`config.mk`:
```
export PLATFORM = sky130hd
export DESIGN_NAME = jpc_clock_gen
export DESIGN_NICKNAME = d
export VERILOG_FILES = /design/src/rtl/jpc_pkg.sv /design/src/rtl/jpc_port_tracker.sv /design/src/rtl/jpc_clock_gen.sv
export SDC_FILE = /design/constraint.sdc
export NUM_CORES = 1
export LEC_CHECK = 0
export ABC_AREA = 1
export BUFFER_PORTS_ARGS = -buffer_cell sky130_fd_sc_hd__buf_4
export CELL_PAD_IN_SITES_DETAIL_PLACEMENT = 0
export CELL_PAD_IN_SITES_GLOBAL_PLACEMENT = 1
export CORE_ASPECT_RATIO = 0.6
export CORE_UTILIZATION = 37
export CTS_CLUSTER_DIAMETER = 80
export DETAILED_ROUTE_END_ITERATION = 12
export PLACE_DENSITY_LB_ADDON = 0.1
export SLEW_MARGIN = 0
export SYNTH_ARGS = -nofsm -noshare
export SYNTH_HDL_FRONTEND = slang
export SYNTH_SLANG_ARGS = --single-unit
```
`constraint.sdc`:
```
create_clock -name clk -period 2.08 [get_ports clk]
set_input_delay 0.208 -clock clk [delete_from_list [all_inputs] [get_ports clk]]
set_output_delay 0.208 -clock clk [all_outputs]
set_load 0.01 [all_outputs]
```
`src/rtl/jpc_pkg.sv`:
```
package jpc_pkg;

    typedef enum logic [0:0] {
        ST_IDLE = 1'b0,
        ST_RUN  = 1'b1
    } port_state_t;

endpackage

```
`src/rtl/jpc_port_tracker.sv`:
```
module jpc_port_tracker
    import jpc_pkg::*;
#(
    parameter int CNT_W = 8
) (
    input  logic             clk,
    input  logic             rst_n,
    input  logic             mode_every,
    input  logic             cpu_rd,
    input  logic             dma_rd,
    output logic             pulse,
    output logic [CNT_W-1:0] count
);

    port_state_t state_q;
    port_state_t state_d;
    logic        active;
    logic        pulse_d;

    // Either source activates the port; both together count as one read.
    assign active = cpu_rd | dma_rd;

    always_comb begin
        state_d = state_q;
        unique case (state_q)
            ST_IDLE: state_d = active ? ST_RUN : ST_IDLE;
            ST_RUN:  state_d = active ? ST_RUN : ST_IDLE;
        endcase
    end

    always_comb begin
        pulse_d = 1'b0;
        unique case (state_q)
            ST_IDLE: pulse_d = active;
            ST_RUN:  pulse_d = active & mode_every;
        endcase
    end

    always_ff @(posedge clk) begin
        if (!rst_n) begin
            state_q <= ST_IDLE;
        end else begin
            state_q <= state_d;
        end
    end

    always_ff @(posedge clk) begin
        if (!rst_n) begin
            pulse <= 1'b0;
            count <= '0;
        end else begin
            pulse <= pulse_d;
            count <= count + CNT_W'(pulse_d);
        end
    end

    AST_RUN_NO_REPEAT: assert property (@(posedge clk) disable iff (!rst_n)
        (state_q == ST_RUN && active && !mode_every) |=> !pulse);

    AST_EVERY_PULSES: assert property (@(posedge clk) disable iff (!rst_n)
        (mode_every && active) |=> pulse);

    AST_PULSE_NEEDS_READ: assert property (@(posedge clk) disable iff (!rst_n)
        pulse |-> $past(active));

    AST_COUNT_STEP: assert property (@(posedge clk) disable iff (!rst_n)
        pulse |-> (count == $past(count) + CNT_W'(1)));

    AST_COUNT_HOLD: assert property (@(posedge clk) disable iff (!rst_n)
        !pulse |-> $stable(count));

endmodule

```
`src/rtl/jpc_clock_gen.sv`:
```
module jpc_clock_gen
    import jpc_pkg::*;
#(
    parameter int NUM_PORTS = 2,
    parameter int CNT_W     = 8
) (
    input  logic                       clk,
    input  logic                       rst_n,
    input  logic                       mode_every,
    input  logic [NUM_PORTS-1:0]       cpu_rd,
    input  logic [NUM_PORTS-1:0]       dma_rd,
    output logic [NUM_PORTS-1:0]       clk_pulse,
    output logic [NUM_PORTS*CNT_W-1:0] clk_count
);

    localparam int CNT_TOTAL = NUM_PORTS * CNT_W;

    for (genvar p = 0; p < NUM_PORTS; p++) begin : g_port
        jpc_port_tracker #(
            .CNT_W (CNT_W)
        ) i_tracker (
            .clk        (clk),
            .rst_n      (rst_n),
            .mode_every (mode_every),
            .cpu_rd     (cpu_rd[p]),
            .dma_rd     (dma_rd[p]),
            .pulse      (clk_pulse[p]),
            .count      (clk_count[p*CNT_W +: CNT_W])
        );
    end

    AST_IDLE_PORTS_QUIET: assert property (@(posedge clk) disable iff (!rst_n)
        ((cpu_rd | dma_rd) == '0) |=> (clk_pulse == '0));

    AST_COUNT_FIELD_W: assert property (@(posedge clk)
        !rst_n |=> (clk_count == CNT_TOTAL'(0)));

endmodule

```
==> reports/results.txt <==
r2r startpoint - g_port[0].i_tracker.state_q
Worst-Margin Slew - 0.233 ns
number of flops mapped to enable cells by yosys - 0
CTS Sinks - 20
relative slew slack - 0.844
Slew Limit Fails - 0
GRT overflow - 0
post-CTS setup buffer count - 0
flops & latches, synth - 20
fill count - 204
GP Congestion - 0.683
H-tree levels - 1
Die Ht - 38.8 um
unrepaired setup endpoints after global routing - false
Worst Reg2Reg Path Length in Cells - 8
Initial Util - 0.422
Area contributors post-synth - dfxtp_1 48%, nor2_1 12%, nand2_1 11%, inv_1 6.3%, ha_1 6.0%
post-synthesis sequential area ratio - 0.479
Yosys cell types - 14
CTS Buf Count - 3
Max Clock Skew - 0.00172 ns
R2R Path End - g_port[0].i_tracker.count[4]
count leader, synth - nor2_1
Pwr Total - 741 uW
hold buffer count at cts - 0
initial DRC count - 16
Startpoint Class - flop
Worst Path Required - 2.22 ns
worst path arrival time - 1.58 ns
IO Port Bufs - 24
Clock Path Buffers - 2
dpl ws - 0.599 ns
WL/cell - 9.87 um
P_leak - 0.000500 uW
Setup TNS - 0 ns
Yosys top cell by area - dfxtp_1
R2R Setup Slk - 0.64 ns
DR vias - 705
ys async rst share - 0
Avg Cell Area, Syn - 7.40 um^2
sequential cell area - 400 um^2
Cell Rows - 12
total track usage - 0.157
Cells after Synth - 113
Final ANT Viol Nets - 0
dominant synthesized flop cell - dfxtp_1
hold path startpoint - cpu_rd[0]
number of global-route vias before repair - 636
TritonCTS clock tree - yes
clock slew at reported path FFs - 0.06 ns
Die ar. - 0.00246 mm^2
Hold Crit Depth - 3
period utilization - 0.694
VDD IR max - 0.496 mV
syn nets - 124
P&R area growth vs syn - 28.3%
synth warn - 0
worst skew pair latency - 0.25 ns
Power Dens Cells - 691 mW/mm^2
antenna violations before repair - 0
status - finished, final reports clean
Hold Vio Cnt, Final - 0
I/O pins - 25
Vias per Instance - 4.27
min Tclk post-route - 1.44 ns
DRT Pass-1 Iters - 4
final setup fails - 0
hold path endpoint - g_port[0].i_tracker.state_q
post-cts resize count - 0
Netlist Area Pre-Place - 836 um^2
DIE WIDTH - 63.4 um
Commonest cells post-synth - 27 x nor2_1, 24 x nand2_1, 20 x dfxtp_1
multi-input logic area - 363 um^2
# DRC - 0
max cap viols - 0
Crit Path Class - flop to flop
final wirelength - 1.63 mm
CP endpoint kind - flop
top-area cell type share of the netlist area - 0.479
Root Buffer Master - clkbuf_8
largest net degree at the start of global routing - 15
ratio of cells with drive above 1 in the final layout - 0.226
global-route wire length before repair - 2.78 mm
setup ws final - 0.637 ns
CP Max Fanout - 3
nets - 150
hpwl dp - 1.23 mm
Max Fclk - 0.693 GHz
Hold WC Path Type - input pin to flop
core area - 0.00198 mm^2
n_diodes - 0
power by group:
| group | switching, uW | internal [uW] | leakage [uW] |
|---|---|---|---|
| sequential | 14.0 | 401 | 0.000163 |
| combinational | 43.8 | 42.5 | 0.000315 |
| clock | 112 | 129 | 0.0000216 |
| total | 169 | 572 | 0.000500 |
critical path, cell delays in order (launching register included):
cell and delay, ns:
dfxtp_1 0.31, inv_1 0.03, nor2_1 0.13, nor2_1 0.08, ha_1 0.23, ha_1 0.23, nand3_1 0.13, xor2_1 0.15
nor2_1 0.05
layout make-up:
class / count / area share
multi-input cells: 76 / 0.338
flip-flops and latches: 20 / 0.373
repair buffers: 24 / 0.168
clock buffers: 3 / 0.0385
inverters: 14 / 0.0490
well taps: 28 / 0.0327
registers in the layout, indices dropped and copies added (netlist names):
register	cells
g_port.i_tracker.pulse	2
g_port.i_tracker.count	16
g_port.i_tracker.state_q	2
layer usage:
layer	vias to the layer above	GRT usage	wire, um
met1	295	0.201	893
met2	18	0.242	622
met3	0	0.0735	113
li1	392	-	-
met5	-	0	0
met4	0	0.0341	0
how the worst max path moves through the flow:
stage	start	end	slack (ns)	depth (start not counted)
final	g_port[0].i_tracker.state_q	g_port[0].i_tracker.count[4]	0.64	8
after global placement	dma_rd[0]	g_port[0].i_tracker.count[4]	0.61	8
after CTS	g_port[0].i_tracker.state_q	g_port[0].i_tracker.count[4]	0.65	8
after detailed placement	dma_rd[0]	g_port[0].i_tracker.count[4]	0.60	8
after global routing	g_port[1].i_tracker.state_q	g_port[1].i_tracker.count[6]	0.41	9
after floorplan	g_port[0].i_tracker.state_q	g_port[0].i_tracker.count[4]	0.78	8
cells in the final DEF, fill, tap and decap left out:
cell type  instances
dfxtp_1           20
inv_1             14
nor2_2             2
nand2_1           24
nor3_1             4
xor2_1             1
nand3_2            2
a21oi_1            5
buf_4             24
nor2_1            27
ha_1               4
nand3_1            4
o21ai_0            3
clkbuf_8           3
logic make-up (layout without fill, tap and decap cells):
kind of cell	count (synthesis)	count (layout)	share of synthesized area
DFF	20	20	0.479
and+or+nand+nor	63	63	0.316
buffers and inverters	17	41	0.0868
AOI/OAI and AO/OA	8	8	0.0479
xor gates and xnor gates	1	1	0.0105
adders and majority gates	4	4	0.0599
per-stage QoR:
step / hold slack, ns / cell area (um^2) / util / cells
floorplan: 0.345 / 836 / - / 113
global placement: 0.439 / 1030 / 0.520 / 162
detailed placement: 0.446 / 1030 / 0.520 / 162
CTS: 0.184 / 1070 / 0.541 / 165
global route: 0.188 / 1070 / 0.541 / 165
finish: 0.185 / 1070 / 0.541 / 165
Note: power is estimated with default switching activity, not from simulation.
